### config.mk
export PLATFORM = sky130hd
export DESIGN_NAME = crc_serial_unit
export DESIGN_NICKNAME = d
export VERILOG_FILES = /design/src/rtl/crc_serial_pkg.sv /design/src/rtl/crc_rem_core.sv /design/src/rtl/crc_ctrl.sv /design/src/rtl/crc_serial_unit.sv
export SDC_FILE = /design/constraint.sdc
export NUM_CORES = 1
export LEC_CHECK = 0
export ABC_AREA = 1
export ABC_CLOCK_PERIOD_IN_PS = 1300
export BUFFER_PORTS_ARGS = -buffer_cell sky130_fd_sc_hd__buf_2
export CAP_MARGIN = 20
export CORE_AREA = 4 4 42 44
export CTS_BUF_LIST = sky130_fd_sc_hd__clkbuf_8
export DETAILED_ROUTE_END_ITERATION = 7
export DIE_AREA = 0 0 46 48
export GPL_TIMING_DRIVEN = 0
export PLACE_DENSITY = 0.72
export RECOVER_POWER = 25
export SYNTH_ARGS = -nofsm -noshare
export SYNTH_HDL_FRONTEND = slang
export SYNTH_HIERARCHICAL = 1
export SYNTH_SLANG_ARGS = --single-unit
### constraint.sdc
create_clock -name clk -period 1.3 [get_ports clk]
set_input_delay 0.26 -clock clk [delete_from_list [all_inputs] [get_ports clk]]
set_output_delay 0.26 -clock clk [all_outputs]
set_load 0.05 [all_outputs]
### src/rtl/crc_serial_pkg.sv
package crc_serial_pkg;

    localparam int unsigned   CRC_W   = 4;
    localparam logic [CRC_W:0] CRC_GEN = 5'b10011;

    typedef enum logic [1:0] {
        ST_IDLE,
        ST_BODY,
        ST_FLUSH
    } ctrl_state_t;

    typedef enum logic [1:0] {
        OP_HOLD,
        OP_DIV,
        OP_SHIFT,
        OP_CLEAR
    } rem_op_t;

endpackage

### src/rtl/crc_rem_core.sv
module crc_rem_core
    import crc_serial_pkg::*;
#(
    parameter int unsigned    W   = CRC_W,
    parameter logic [W:0]     GEN = CRC_GEN
) (
    input  logic    clk,
    input  logic    rst_n,
    input  rem_op_t op,
    input  logic    bit_in,
    output logic    rem_msb,
    output logic    rem_zero,
    output logic    div_zero
);

    localparam logic [W-1:0] TAPS = GEN[W-1:0];

    logic [W-1:0] rem;
    logic [W-1:0] div_next;
    logic         feedback;

    // Direct-form division step: the incoming bit joins the feedback term.
    always_comb begin
        feedback = rem[W-1] ^ bit_in;
        div_next = {rem[W-2:0], 1'b0} ^ ({W{feedback}} & TAPS);
    end

    always_ff @(posedge clk) begin
        if (!rst_n) begin
            rem <= '0;
        end else begin
            unique case (op)
                OP_HOLD:  rem <= rem;
                OP_DIV:   rem <= div_next;
                OP_SHIFT: rem <= {rem[W-2:0], 1'b0};
                OP_CLEAR: rem <= '0;
            endcase
        end
    end

    assign rem_msb  = rem[W-1];
    assign rem_zero = (rem == '0);
    assign div_zero = (div_next == '0);

    // Shifting the check bits out brings zeros in behind them.
    assert_shift_fills_zero_R3: assert property (@(posedge clk) disable iff (!rst_n)
        (op == OP_SHIFT) |=> (rem[0] == 1'b0));

    // Frame end clears the register for the next frame.
    assert_clear_empties_R9: assert property (@(posedge clk) disable iff (!rst_n)
        (op == OP_CLEAR) |=> rem_zero);

endmodule

### src/rtl/crc_ctrl.sv
module crc_ctrl
    import crc_serial_pkg::*;
#(
    parameter int unsigned W = CRC_W
) (
    input  logic    clk,
    input  logic    rst_n,
    input  logic    mode_sel,
    input  logic    din,
    input  logic    din_valid,
    input  logic    din_last,
    input  logic    rem_msb,
    input  logic    rem_zero,
    input  logic    div_zero,
    output rem_op_t op,
    output logic    dout,
    output logic    dout_valid,
    output logic    res_valid,
    output logic    res_pass
);

    localparam int unsigned CW = (W > 1) ? $clog2(W) : 1;
    localparam logic [CW-1:0] CNT_LAST = CW'(W - 1);

    ctrl_state_t   state, state_nxt;
    logic [CW-1:0] cnt, cnt_nxt;
    logic          frame_chk, frame_chk_nxt;
    logic          cur_chk;
    logic          dout_nxt, dout_valid_nxt, res_valid_nxt, res_pass_nxt;

    assign cur_chk = (state == ST_IDLE) ? mode_sel : frame_chk;

    // State register and registered outputs.
    always_ff @(posedge clk) begin
        if (!rst_n) begin
            state      <= ST_IDLE;
            cnt        <= '0;
            frame_chk  <= 1'b0;
            dout       <= 1'b0;
            dout_valid <= 1'b0;
            res_valid  <= 1'b0;
            res_pass   <= 1'b0;
        end else begin
            state      <= state_nxt;
            cnt        <= cnt_nxt;
            frame_chk  <= frame_chk_nxt;
            dout       <= dout_nxt;
            dout_valid <= dout_valid_nxt;
            res_valid  <= res_valid_nxt;
            res_pass   <= res_pass_nxt;
        end
    end

    // Next state, datapath command and next outputs.
    always_comb begin
        state_nxt      = state;
        cnt_nxt        = cnt;
        frame_chk_nxt  = frame_chk;
        op             = OP_HOLD;
        dout_nxt       = 1'b0;
        dout_valid_nxt = 1'b0;
        res_valid_nxt  = res_valid;
        res_pass_nxt   = res_pass;
        unique case (state)
            ST_IDLE, ST_BODY: begin
                if (din_valid) begin
                    op = OP_DIV;
                    if (state == ST_IDLE) begin
                        frame_chk_nxt = mode_sel;
                        res_valid_nxt = 1'b0;
                        res_pass_nxt  = 1'b0;
                    end
                    if (!cur_chk) begin
                        dout_nxt       = din;
                        dout_valid_nxt = 1'b1;
                    end
                    if (din_last) begin
                        if (cur_chk) begin
                            op            = OP_CLEAR;
                            res_valid_nxt = 1'b1;
                            res_pass_nxt  = div_zero;
                            state_nxt     = ST_IDLE;
                        end else begin
                            cnt_nxt   = '0;
                            state_nxt = ST_FLUSH;
                        end
                    end else begin
                        state_nxt = ST_BODY;
                    end
                end
            end
            ST_FLUSH: begin
                op             = OP_SHIFT;
                dout_nxt       = rem_msb;
                dout_valid_nxt = 1'b1;
                cnt_nxt        = cnt + 1'b1;
                if (cnt == CNT_LAST) begin
                    state_nxt = ST_IDLE;
                end
            end
        endcase
    end

    assert_idle_rem_zero_R9: assert property (@(posedge clk) disable iff (!rst_n)
        (state == ST_IDLE) |-> rem_zero);

    assert_flush_emits_R3: assert property (@(posedge clk) disable iff (!rst_n)
        (state == ST_FLUSH) |=> dout_valid);

    assert_flush_ignores_input_R4: assert property (@(posedge clk) disable iff (!rst_n)
        (state == ST_FLUSH && din_valid) |=> (!res_valid && dout_valid));

    assert_check_silent_R5: assert property (@(posedge clk) disable iff (!rst_n)
        (state == ST_BODY && frame_chk) |=> !dout_valid);

    assert_result_when_idle_R5: assert property (@(posedge clk) disable iff (!rst_n)
        res_valid |-> (state == ST_IDLE));

    assert_result_holds_R6: assert property (@(posedge clk) disable iff (!rst_n)
        (res_valid && !(din_valid && state == ST_IDLE)) |=> (res_valid && $stable(res_pass)));

endmodule

### src/rtl/crc_serial_unit.sv
module crc_serial_unit
    import crc_serial_pkg::*;
#(
    parameter int unsigned W   = CRC_W,
    parameter logic [W:0]  GEN = CRC_GEN
) (
    input  logic clk,
    input  logic rst_n,
    input  logic mode_sel,
    input  logic din,
    input  logic din_valid,
    input  logic din_last,
    output logic dout,
    output logic dout_valid,
    output logic res_valid,
    output logic res_pass
);

    rem_op_t op;
    logic    rem_msb;
    logic    rem_zero;
    logic    div_zero;

    crc_rem_core #(.W(W), .GEN(GEN)) u_core (
        .clk      (clk),
        .rst_n    (rst_n),
        .op       (op),
        .bit_in   (din),
        .rem_msb  (rem_msb),
        .rem_zero (rem_zero),
        .div_zero (div_zero)
    );

    crc_ctrl #(.W(W)) u_ctrl (
        .clk        (clk),
        .rst_n      (rst_n),
        .mode_sel   (mode_sel),
        .din        (din),
        .din_valid  (din_valid),
        .din_last   (din_last),
        .rem_msb    (rem_msb),
        .rem_zero   (rem_zero),
        .div_zero   (div_zero),
        .op         (op),
        .dout       (dout),
        .dout_valid (dout_valid),
        .res_valid  (res_valid),
        .res_pass   (res_pass)
    );

    assert_reset_quiet_R1: assert property (@(posedge clk)
        !rst_n |=> (!dout_valid && !res_valid && rem_zero));

endmodule

# == Word-level counts from Yosys, hierarchy flattened ==
# Index checks and enable logic that the tools add are counted.
# classes
add_sub_neg,1
eq_ne,10
mux,27
bitwise,2
reduce_logical,7
# ops
op,count
2-to-1 mux 2 bit,10
one-hot mux 2 bit (2 select lines),3
one-hot mux 4 bit (3 select lines),1
2-to-1 mux 1 bit,11
== test 2 bit (second input constant),4
!= test 2 bit (second input constant),3
== test 2 x 1 -> 1 bit (second input constant),2
logical NOT 2 bit,2
logical NOT 4 bit,1
one-hot mux 1 bit (2 select lines),2
AND reduction 2 bit,2
XOR 4 x 2 -> 4 bit,1
AND reduction 3 bit,1
adder 2 x 1 -> 2 bit (second input constant),1
!= test 2 x 1 -> 1 bit (second input constant),1
OR reduction 2 bit,1
XOR 1 bit,1
# word_totals
ff_bits,13
in_bits,6
output_inout_bits,4
word_cells,55

# == Logic depth before layout (Yosys ltp) ==
# Gate-level depths: netlist of run 1.
# depth
ltp_word,8
depth_mapped,10
mapped_depth_nobuf,10

# == Modules after synthesis ==
# The synthesis of run 1 kept the hierarchy.
# by_module_without_submodules
module,n_inst,cells_per_inst,area_per_inst_um2,seq_area_each_um2
crc_ctrl,1,65,446.7,180.2
crc_rem_core,1,35,234.0,80.1

# == Worst setup path before layout of run 1 ==
# Ideal clock, no wire load.
# synth_timing
path_kind,register to register
start,register u_ctrl.state[1]
end,register u_core.rem[1]
setup_ps,116
arrival_ps,1325
required_ps,1184
slack_ps,-141
path_stages_with_launch,11
path_buffers,0
synth_period_minus_slack_ps,1441
path_cell_list,dfxtp_1 nor2_2 nand2_2 o21ai_2 nand2_1 o21ai_0 inv_1 nand2_1 nand2_1 nor2_1 nor2_1
# synth_between
elab_chain_len,8
word_cells_on_any_way,14
classes_between,eq/ne (5); mux (6); reduce/logical (3)
# synth_lines
element,line,rtl
start: declaration,crc_ctrl.sv:25,"ctrl_state_t state, state_nxt;"
start signal: assignment,crc_ctrl.sv:44,state <= state_nxt;
logical NOT 2 bit,"crc_ctrl.sv:31, crc_ctrl.sv:64",
2-to-1 mux 1 bit,-,
2-to-1 mux 2 bit,crc_ctrl.sv:78,if (cur_chk) begin
2-to-1 mux 2 bit,crc_ctrl.sv:77,if (din_last) begin
2-to-1 mux 2 bit,crc_ctrl.sv:66,if (din_valid) begin
one-hot mux 2 bit (2 select lines) (*),crc_ctrl.sv:64,unique case (state)
named net op[1],crc_serial_unit.sv:19,rem_op_t op;
== test 2 bit or == test 2 x 1 -> 1 bit (tied branches),crc_rem_core.sv:32,unique case (op)
one-hot mux 4 bit (3 select lines),crc_rem_core.sv:32,
end signal: assignment,crc_rem_core.sv:33,OP_HOLD: rem <= rem;
end signal: assignment,crc_rem_core.sv:34,OP_DIV: rem <= div_next;
end signal: assignment,crc_rem_core.sv:35,"OP_SHIFT: rem <= {rem[W-2:0], 1'b0};"
end: declaration,crc_rem_core.sv:18,logic [W-1:0] rem;
# The timed path passes the listed nets; every way through them passes the cells marked *.
# A chain may end at the register's enable or synchronous reset.

# == Worst setup path in the final report of run 1 ==
# layout_timing
start,register u_ctrl.state[0]
end,register u_core.rem[1]
# The elaborated chain is that of the path after synthesis.

==> summary.txt, run 1 <==
Status
  – Outcome: finished with violations
  – Violations in the final reports: setup timing

Worst setup path
  – Worst reg2reg path endpoint: u_core/rem[1]$_SDFFE_PN0P_
  – CP Cell Sequence: nor2_4 -> nand2_2 -> o21ai_4 -> nand2_2 -> o21ai_4 -> inv_2 -> nand2_1 -> nand2_1 -> nor2_1 -> nor2_1
  – Crit. End Element: flip-flop
  – Reg-to-reg slack, setup: -0.04 ns
  – Crit Path Category: flip-flop to flip-flop
  – CP Launch Type: flip-flop
  – FF-to-FF path depth: 10
  – WP data arrival: 1.48 ns
  – CP delay by family, top: simple AND/OR/NAND/NOR gates
  – WP data required: 1.44 ns
  – CP max FO: 4
  – CP max-delay cell: dfxtp_2
  – Largest stage delay, worst path: 0.34 ns
  – CP Buf/Inv Count: 1
  – Reg2reg start: u_ctrl/state[0]$_SDFFE_PN0P_

GRT
  – Total gr overflow: 0
  – Initial antenna violation count: 0
  – Largest net degree at the start of global routing: 9
  – Vias in the first global route: 573
  – Total Routing Usage GR: 0.149
  – First-pass GRT wire length: 2300 µm

Route
  – TritonRoute pass-1 iters: 4
  – DR iter-0 viols: 10
  – Met2 wire length: 703 µm
  – Drt total wl: 1430 µm
  – Via density: 4.78
  – DR top layer: met4
  – WL met3: 48 µm
  – Metal-1 WL: 643 µm
  – Routed Antenna Nets: 0
  – Vias: 621
  – WL/cell: 11.0 µm
  – DRC Markers: 0

Clock network
  – CTS Root Cell: clkbuf_8
  – CTS Hold Bufs: 0
  – CTS tree: done
  – Bufs on Longest Clock Path: 2
  – CTS Buf Count: 3
  – Clk_lat worst skew: 0.24 ns
  – Clock-pin slew on the worst setup and hold paths: 0.06 ns
  – CTS sink count: 13
  – H-tree depth: 1

Timing
  – Final worst slack: -0.0423 ns
  – Clock skew: 0.00389 ns
  – Final setup vio count: 3
  – Fmax achieved: 745 MHz
  – Worst slew pin tran: 0.311 ns
  – Final Hold Viols: 0
  – Min Tclk post-route: 1.34 ns
  – Final Max Tran Viols: 0
  – RSZ-0062 raised after global routing: yes
  – Fin crit share: 1.03
  – Relative slew slack: 0.792

Logic synthesis
  – Synthesized netlist cell count: 99
  – Syn. warnings: 6
  – Post-Syn Nets: 107
  – Post-Syn Area: 671 µm²
  – Mean Syn Cell Area: 6.77 µm²

Power
  – P_sw: 0.340 mW
  – Leakage: 0.414 nW
  – Combinational power share: 0.246
  – Internal: 0.736 mW
  – Switching share of power: 0.316
  – Max VDD drop: 617 µV
  – Reg power frac: 0.424
  – Power Dens Cells: 1290 nW/µm²
  – Clock network power share: 0.330

Min path
  – Hold Crit Class: primary input to flip-flop
  – Hold EP: u_ctrl/dout_valid$_SDFF_PN0_
  – Hold-critical path depth: 3
  – Hold path start: din_valid

Layout
  – Area Growth Syn to Fin: 24.4%
  – Share of cells above drive strength 1: 0.298
  – Nets: 123
  – Design area: 835 µm²
  – Antenna diode count: 0

Placed design
  – Area post-placement: 739 µm²
  – Gp weighted congestion: 0.821
  – Port Buffers: 9
  – Detailed placement HPWL: 981 µm
  – Place WS: -0.161 ns

Floorplanning
  – Die Span Y: 48 µm
  – Core area: 1440 µm²
  – Rows: 14
  – # IOs: 10
  – Starting Density: 0.467
  – Die width: 46 µm
  – Die area: 2210 µm²

Run
  – Max cap viols: 0
## sequential cells by signal (all words and copies together) (netlist names)
| signal | cells |
|---|---|
| u_core/rem | 4 |
| u_ctrl/cnt | 2 |
| u_ctrl/state | 2 |
| u_ctrl/dout | 1 |
| u_ctrl/dout_valid | 1 |
| u_ctrl/frame_chk | 1 |
| u_ctrl/res_pass | 1 |
| u_ctrl/res_valid | 1 |
## timing repair
action / in CTS / in global routing
setup endpoints to repair: 4 / 5
pin swaps: 6 / 3
resized for setup: 7 / 3
buffers inserted: 2 / 0
## worst max path at each step
stage,from,end,slack (ns),cells past startpoint
6_report,u_ctrl/state[0]$_SDFFE_PN0P_,u_core/rem[1]$_SDFFE_PN0P_,-0.04,10
5_1_grt,u_ctrl/state[0]$_SDFFE_PN0P_,u_core/rem[1]$_SDFFE_PN0P_,-0.12,10
4_1_cts,u_ctrl/state[1]$_SDFFE_PN0P_,u_core/rem[1]$_SDFFE_PN0P_,-0.06,10
3_5_place_dp,u_ctrl/state[1]$_SDFFE_PN0P_,u_core/rem[1]$_SDFFE_PN0P_,-0.16,9
3_3_place_gp,u_ctrl/state[1]$_SDFFE_PN0P_,u_core/rem[1]$_SDFFE_PN0P_,-0.13,9
2_1_floorplan,u_ctrl/state[1]$_SDFFE_PN0P_,u_core/rem[1]$_SDFFE_PN0P_,0.0008,10
## power by group through the flow
stage                     Combinational [mW]  Sequential [mW]  Clock, mW
after floorplan                        0.155            0.487          0
after global placement                 0.226            0.463          0
after detailed placement               0.232            0.464          0
after CTS                              0.256            0.456      0.364
after global routing                   0.295            0.461      0.380
final                                  0.265            0.457      0.355
## layer usage
metal,GRT usage,vias up
met4,0.119,0
met1,0.173,268
met5,0,-
li1,-,340
met2,0.234,9
met3,0.0338,4
## layout by cell type, fill, tap and decap left out
cell type,n
nand3_2,1
inv_2,4
clkbuf_2,3
buf_4,2
dfxtp_1,11
clkinv_2,1
nor2_1,13
nand2_1,20
a21oi_1,8
dfxtp_4,1
nand3_1,5
a21oi_2,1
inv_1,12
dfxtp_2,1
o21a_1,1
o21ai_0,7
or2_4,1
nor2_4,2
o21ai_4,2
ha_1,2
clkbuf_8,3
buf_2,6
nand2_2,6
or2_1,1
## per-stage QoR
step	TNS [ns]	instances	utilization	hold slack, ns	total power, mW
global route	-0.329	130	0.581	0.314	1.14
floorplan	0	99	-	0.386	0.642
CTS	-0.151	130	0.571	0.294	1.08
detailed placement	-0.394	124	0.515	0.470	0.696
global placement	-0.302	124	0.515	0.458	0.690
finish	-0.0792	130	0.581	0.303	1.08
## layout make-up
class                   instances  area, µm²
clock inverters                 1       3.75
inverters                      16       61.3
fillers                       138        602
multi-input cells              70        383
clock buffers                   3       41.3
well taps                      16       20.0
repair buffers                 11       60.1
flip-flops and latches         13        265
## worst min-delay path: cells and delay by family
family	cells	cell delay [ns]
buf+inv	1	0.12
simple gates	1	0.06
compound gates	1	0.05
(Power assumes the default switching activity.)
==> run 2, diff against run 1 <==
ABC_CLOCK_PERIOD_IN_PS = 1700   (was 1300)
CORE_AREA = 4 4 41 43   (was 4 4 42 44)
DIE_AREA = 0 0 45 47   (was 0 0 46 48)
PLACE_DENSITY = 0.76   (was 0.72)
clock period = 1.7 ns   (was 1.3 ns; I/O delays follow)
==> run 2 against run 1 <==
Combinational power is 34% lower. Clock skew hardly changed. Critical path depth is 1 lower. Global-route usage is 0.52 points higher. Sequential cell count stayed put. The flow now finishes without violations.
==> summary.txt, run 2 (same netlist as run 1, synthesis figures left out) <==
Route
  – Vias: 638 (was 621)
  – DRC Markers: 0 (unchanged)
  – TritonRoute pass-1 iters: 4 (unchanged)
  – WL/cell: 10.2 µm (was 11.0 µm)
  – DR iter-0 viols: 18 (was 10)
  – Drt total wl: 1290 µm (was 1430 µm)
  – Via density: 5.02 (was 4.78)
  – Routed Antenna Nets: 0 (unchanged)

Layout
  – Nets: 121 (was 123)
  – Largest regs: u_core/rem: 4 flops, u_ctrl/cnt: 2 flops, u_ctrl/state: 2 flops (unchanged)
  – Most frequent cells in the layout: nand2_1, nor2_1, inv_1, dfxtp_1, buf_2 (was nand2_1, nor2_1, inv_1, dfxtp_1, a21oi_1)
  – Most common cell after layout, fill and taps aside: nand2_1 (unchanged)
  – Share of cells above drive strength 1: 0.223 (was 0.298)
  – Finished Layout Cells: 127 (was 130)
  – Filler cell count: 133 (was 138)
  – Register bank with the most flops: u_core/rem (unchanged)
  – Design area: 779 µm² (was 835 µm²)
  – Area Growth Syn to Fin: 16.2% (was 24.4%)
  – Antenna diode count: 0 (unchanged)
  – Max FFs per register: 4 (unchanged)
  – Util after Layout: 0.599 (was 0.581)

Run
  – Max cap viols: 0 (unchanged)

Floorplanning
  – Core area: 1300 µm² (was 1440 µm²)
  – Rows: 13 (was 14)
  – # IOs: 10 (unchanged)
  – Die area: 2120 µm² (was 2210 µm²)
  – Starting Density: 0.515 (was 0.467)
  – Die width: 45 µm (was 46 µm)
  – Die Span Y: 47 µm (was 48 µm)

Timing
  – Fmax achieved: 674 MHz (was 745 MHz)
  – Relative slew slack: 0.763 (was 0.792)
  – Min Tclk post-route: 1.48 ns (was 1.34 ns)
  – RSZ-0062 raised after global routing: no (was yes)
  – Setup TNS: 0 ns (was -0.0792 ns)
  – Fin crit share: 0.873 (was 1.03)
  – Final Max Tran Viols: 0 (unchanged)
  – Final Hold Viols: 0 (unchanged)
  – Clock skew: 0.00394 ns (was 0.00389 ns)
  – Worst slew pin tran: 0.355 ns (was 0.311 ns)
  – Final setup vio count: 0 (was 3)

Clock network
  – CTS tree: done (unchanged)
  – Post-CTS Setup Bufs: 0 (was 2)
  – CTS Buf Count: 3 (unchanged)
  – Bufs on Longest Clock Path: 2 (unchanged)
  – Clk_lat worst skew: 0.24 ns (about the same)
  – CTS Root Cell: clkbuf_8 (unchanged)
  – Clock-pin slew on the worst setup and hold paths: 0.05 ns (was 0.06 ns)
  – CTS Hold Bufs: 0 (unchanged)
  – Post_cts resized: 0 (was 7)
  – CTS sink count: 13 (unchanged)
  – H-tree depth: 1 (unchanged)

GRT
  – Total Routing Usage GR: 0.154 (was 0.149)
  – Initial antenna violation count: 0 (unchanged)
  – Met3 GRT Util: 0.0383 (was 0.0338)
  – Vias in the first global route: 606 (was 573)
  – Met1 usage: 0.189 (was 0.173)
  – Largest net degree at the start of global routing: 9 (unchanged)
  – Total gr overflow: 0 (unchanged)
  – Routing usage on met2: 0.218 (was 0.234)
  – Busiest grt layer: met2 (unchanged)
  – First-pass GRT wire length: 2300 µm (about the same)

Worst setup path
  – CP max FO: 6 (was 4)
  – WP data arrival: 1.62 ns (was 1.48 ns)
  – WP data required: 1.84 ns (was 1.44 ns)
  – Crit. End Element: flip-flop (unchanged)
  – Crit Path Category: flip-flop to flip-flop (unchanged)
  – CP Launch Type: flip-flop (unchanged)

Power
  – Leakage: 0.399 nW (was 0.414 nW)
  – Switching share of power: 0.304 (was 0.316)
  – Total power: 0.791 mW (was 1.08 mW)
  – Reg power frac: 0.443 (was 0.424)
  – Internal: 0.551 mW (was 0.736 mW)
  – Combinational power share: 0.222 (was 0.246)
  – P_sw: 0.240 mW (was 0.340 mW)
  – Clock network power share: 0.335 (was 0.330)
  – Max VDD drop: 510 µV (was 617 µV)
  – Power Dens Cells: 1020 nW/µm² (was 1290 nW/µm²)

Placed design
  – Port Buffers: 9 (unchanged)
  – Detailed placement HPWL: 1010 µm (was 981 µm)
  – Gp weighted congestion: 0.806 (was 0.821)
  – DP Cell Count: 123 (was 124)
  – Area post-placement: 734 µm² (was 739 µm²)

Min path
  – Hold Crit Class: primary input to flip-flop (unchanged)

Status
  – Outcome: complete, no violations (was finished with violations)
-- run 2: cell types whose count changed in the layout (fill, tap and decap cells not counted), moves of 2 or more --
cell / before / now
dfxtp_1: 11 / 13
clkbuf_2: 3 / 0
buf_2: 6 / 9
buf_4: 2 / 0
o21ai_4: 2 / 0
-- run 2: metrics by stage --
stage / worst slack (ns) / hold slack (ns)
2_1_floorplan: 0.259 / 0.454
3_3_place_gp: 0.103 / 0.464
3_5_place_dp: 0.111 / 0.475
4_1_cts: 0.103 / 0.379
5_1_grt: 0.0454 / 0.378
6_report: 0.216 / 0.384
-- run 2: power groups by stage --
stage,clock (mW),sequential [mW],combinational [mW]
floorplan,0,0.372,0.117
global placement,0,0.354,0.171
detailed placement,0,0.355,0.176
CTS,0.274,0.349,0.177
global route,0.290,0.353,0.202
finish,0.265,0.351,0.176
-- run 2: per-layer routing --
metal | part of all wire | vias up
met4 | 0.033 | 0
met3 | 0.051 | 5
met5 | 0 | -
li1 | - | 335
met1 | 0.47 | 286
met2 | 0.45 | 12
-- run 2: layout make-up --
class / instances / area, µm² / area share
clock buffer: 3 / 41.3 / 0.0530
clock inverter: 1 / 3.75 / 0.00482
inverter: 16 / 61.3 / 0.0787
multi-input combinational: 70 / 349 / 0.448
sequential: 13 / 260 / 0.334
tap: 15 / 18.8 / 0.0241
timing repair buffer: 9 / 45.0 / 0.0578
-- run 2: final timing paths --
| path | startpoint | endpoint | slack (ns) | depth (start not counted) |
|---|---|---|---|---|
| max | u_ctrl/state[1]$_SDFFE_PN0P_ | u_core/rem[1]$_SDFFE_PN0P_ | 0.22 | 9 |
| min | din_valid | u_ctrl/dout_valid$_SDFF_PN0_ | 0.38 | 3 |
| max reg2reg | u_ctrl/state[1]$_SDFFE_PN0P_ | u_core/rem[1]$_SDFFE_PN0P_ | 0.22 | 9 |
| min reg2reg | u_ctrl/res_valid$_SDFFE_PN0P_ | u_ctrl/res_valid$_SDFFE_PN0P_ | 0.48 | 2 |
-- run 2: worst max-delay path, cell delays in order, from the launching register on --
cell	delay, ns
dfxtp_1	0.46
nor2_4	0.08
o21ai_2	0.19
nand2_1	0.10
o21ai_1	0.20
inv_1	0.11
nand2_1	0.08
nand2_1	0.04
nor2_1	0.08
nor2_1	0.05
==> run 3, diff against run 2 <==
CORE_AREA = 4 4 47 49   (was 4 4 41 43)
DIE_AREA = 0 0 51 53   (was 0 0 45 47)
PLACE_DENSITY = 0.6   (was 0.76)
==> run 3 against run 2 <==
Utilization shrank 17 points. Fmax is 1.7% higher. Highest routed layer unchanged. Clock power about the same. Sequential power hardly changed. Wire length is 2.2% lower. Setup slack gained 0.025 ns. Largest power group unchanged. Clock-buffer cell count unchanged. Final area up 2.2%.
==> summary.txt, run 3 (same netlist as run 1, synthesis figures left out) <==
GRT
  – First-pass GRT wire length: 2240 µm (was 2300 µm)
  – Total gr overflow: 0 (unchanged)
  – Initial antenna violation count: 0 (unchanged)
  – Largest net degree at the start of global routing: 9 (unchanged)
  – Total Routing Usage GR: 0.111 (was 0.154)
  – Vias in the first global route: 548 (was 606)

Floorplanning
  – Die Span Y: 53 µm (was 47 µm)
  – Starting Density: 0.360 (was 0.515)
  – Core area: 1860 µm² (was 1300 µm²)
  – Die width: 51 µm (was 45 µm)
  – Die area: 2700 µm² (was 2120 µm²)
  – # IOs: 10 (unchanged)
  – Rows: 16 (was 13)

Min path
  – Hold path start: din_valid (unchanged)
  – Hold Crit Class: primary input to flip-flop (unchanged)

Power
  – Leakage: 0.396 nW (was 0.399 nW)
  – Max VDD drop: 383 µV (was 510 µV)
  – Power Dens Cells: 988 nW/µm² (was 1020 nW/µm²)

Clock network
  – CTS tree: done (unchanged)
  – CTS sink count: 13 (unchanged)
  – CTS Hold Bufs: 0 (unchanged)
  – CTS Buf Count: 3 (unchanged)
  – Post_cts resized: 0 (unchanged)
  – Clock-pin slew on the worst setup and hold paths: 0.06 ns (was 0.05 ns)
  – Post-CTS Setup Bufs: 0 (unchanged)
  – CTS Root Cell: clkbuf_8 (unchanged)
  – H-tree depth: 1 (unchanged)
  – Bufs on Longest Clock Path: 2 (unchanged)
  – Clk_lat worst skew: 0.24 ns (about the same)

Layout
  – Share of cells above drive strength 1: 0.232 (was 0.223)
  – Util after Layout: 0.428 (was 0.599)
  – Footprint of the multi-input gates: 353 µm² (was 349 µm²)
  – Design area: 797 µm² (was 779 µm²)
  – Max FFs per register: 4 (unchanged)
  – Register bank with the most flops: u_core/rem (unchanged)
  – Most frequent cells in the layout: nand2_1, nor2_1, inv_1, dfxtp_1 (was nand2_1, nor2_1, inv_1, dfxtp_1, buf_2)
  – Sequential cell area: 260 µm² (unchanged)
  – Largest regs: u_core/rem: 4 flops, u_ctrl/cnt: 2 flops, u_ctrl/state: 2 flops (unchanged)
  – Filler cell count: 203 (was 133)
  – Nets: 121 (unchanged)
  – Area Growth Syn to Fin: 18.8% (was 16.2%)
  – Most common cell after layout, fill and taps aside: nand2_1 (unchanged)
  – Antenna diode count: 0 (unchanged)

Route
  – Vias: 614 (was 638)
  – WL/cell: 9.08 µm (was 10.2 µm)
  – Drt total wl: 1260 µm (was 1290 µm)
  – Routed Antenna Nets: 0 (unchanged)
  – DR iter-0 viols: 8 (was 18)
  – Via density: 4.42 (was 5.02)
  – DRC Markers: 0 (unchanged)
  – TritonRoute pass-1 iters: 5 (was 4)

Worst setup path
  – Crit. End Element: flip-flop (unchanged)
  – WP data required: 1.83 ns (was 1.84 ns)
  – CP startpoint: u_ctrl/state[1]$_SDFFE_PN0P_ (unchanged)
  – CP Launch Type: flip-flop (unchanged)
  – CP max FO: 6 (unchanged)
  – WP data arrival: 1.59 ns (was 1.62 ns)
  – Crit Path Category: flip-flop to flip-flop (unchanged)
  – Reg2reg start: u_ctrl/state[1]$_SDFFE_PN0P_ (unchanged)

Timing
  – Min Tclk post-route: 1.46 ns (was 1.48 ns)
  – Final Hold Viols: 0 (unchanged)
  – Clock skew: 0.000856 ns (was 0.00394 ns)
  – RSZ-0062 raised after global routing: no (unchanged)
  – Fin crit share: 0.858 (was 0.873)
  – Setup TNS: 0 ns (unchanged)
  – Worst slew pin tran: 0.591 ns (was 0.355 ns)
  – Fmax achieved: 685 MHz (was 674 MHz)
  – Relative slew slack: 0.608 (was 0.763)
  – Final Max Tran Viols: 0 (unchanged)
  – Final setup vio count: 0 (unchanged)

Status
  – Outcome: complete, no violations (unchanged)

Placed design
  – Gp weighted congestion: 0.765 (was 0.806)
  – Port Buffers: 9 (unchanged)
  – Area post-placement: 749 µm² (was 734 µm²)
  – Detailed placement HPWL: 969 µm (was 1010 µm)

Run
  – Max cap viols: 0 (unchanged)
run 3: final timing paths:
check                                        to  slack [ns]  depth (start not counted)
hold reg to reg   u_ctrl/res_valid$_SDFFE_PN0P_        0.47                          2
hold / removal     u_ctrl/dout_valid$_SDFF_PN0_        0.38                          3
setup / recovery     u_core/rem[1]$_SDFFE_PN0P_        0.24                         10
setup reg to reg     u_core/rem[1]$_SDFFE_PN0P_        0.24                         10
run 3: cell type report:
class	instances	share of cell area
repair buffers	9	0.0549
clock inverters	1	0.00471
well taps	27	0.0424
inverters	16	0.0769
flip-flops and latches	13	0.327
clock buffers	3	0.0518
multi-input cells	70	0.443
run 3: worst max-delay path: stages, from the launching register on:
cell,delay [ns]
dfxtp_1,0.36
nor2_2,0.22
nand2_2,0.07
o21ai_2,0.10
nand2_1,0.11
o21ai_2,0.17
inv_1,0.09
nand2_1,0.06
nand2_1,0.04
nor2_1,0.08
nor2_1,0.05
run 3: report_power, final:
group | switching (mW) | internal [mW] | total (mW) | leakage, nW
registers | 0.0179 | 0.331 | 0.349 | 0.107
logic | 0.114 | 0.0597 | 0.174 | 0.262
clock network | 0.106 | 0.159 | 0.266 | 0.0269
run 3: stage by stage:
| step | std cells | worst slack, ns | total power, mW | hold WS, ns |
|---|---|---|---|---|
| 6_report | 139 | 0.241 | 0.788 | 0.381 |
| 5_1_grt | 139 | 0.0591 | 0.844 | 0.394 |
| 4_1_cts | 139 | 0.0784 | 0.803 | 0.374 |
| 3_5_place_dp | 135 | 0.0953 | 0.529 | 0.467 |
| 3_3_place_gp | 135 | 0.0851 | 0.527 | 0.466 |
| 2_1_floorplan | 99 | 0.259 | 0.489 | 0.454 |
run 3: per-layer routing:
| layer | GRT usage | wire [µm] | up-vias |
|---|---|---|---|
| met5 | 0 | 0 | - |
| met4 | 0.0538 | 9 | 0 |
| met3 | 0.0254 | 43 | 2 |
| met2 | 0.176 | 559 | 8 |
| met1 | 0.140 | 649 | 267 |
| li1 | - | - | 337 |
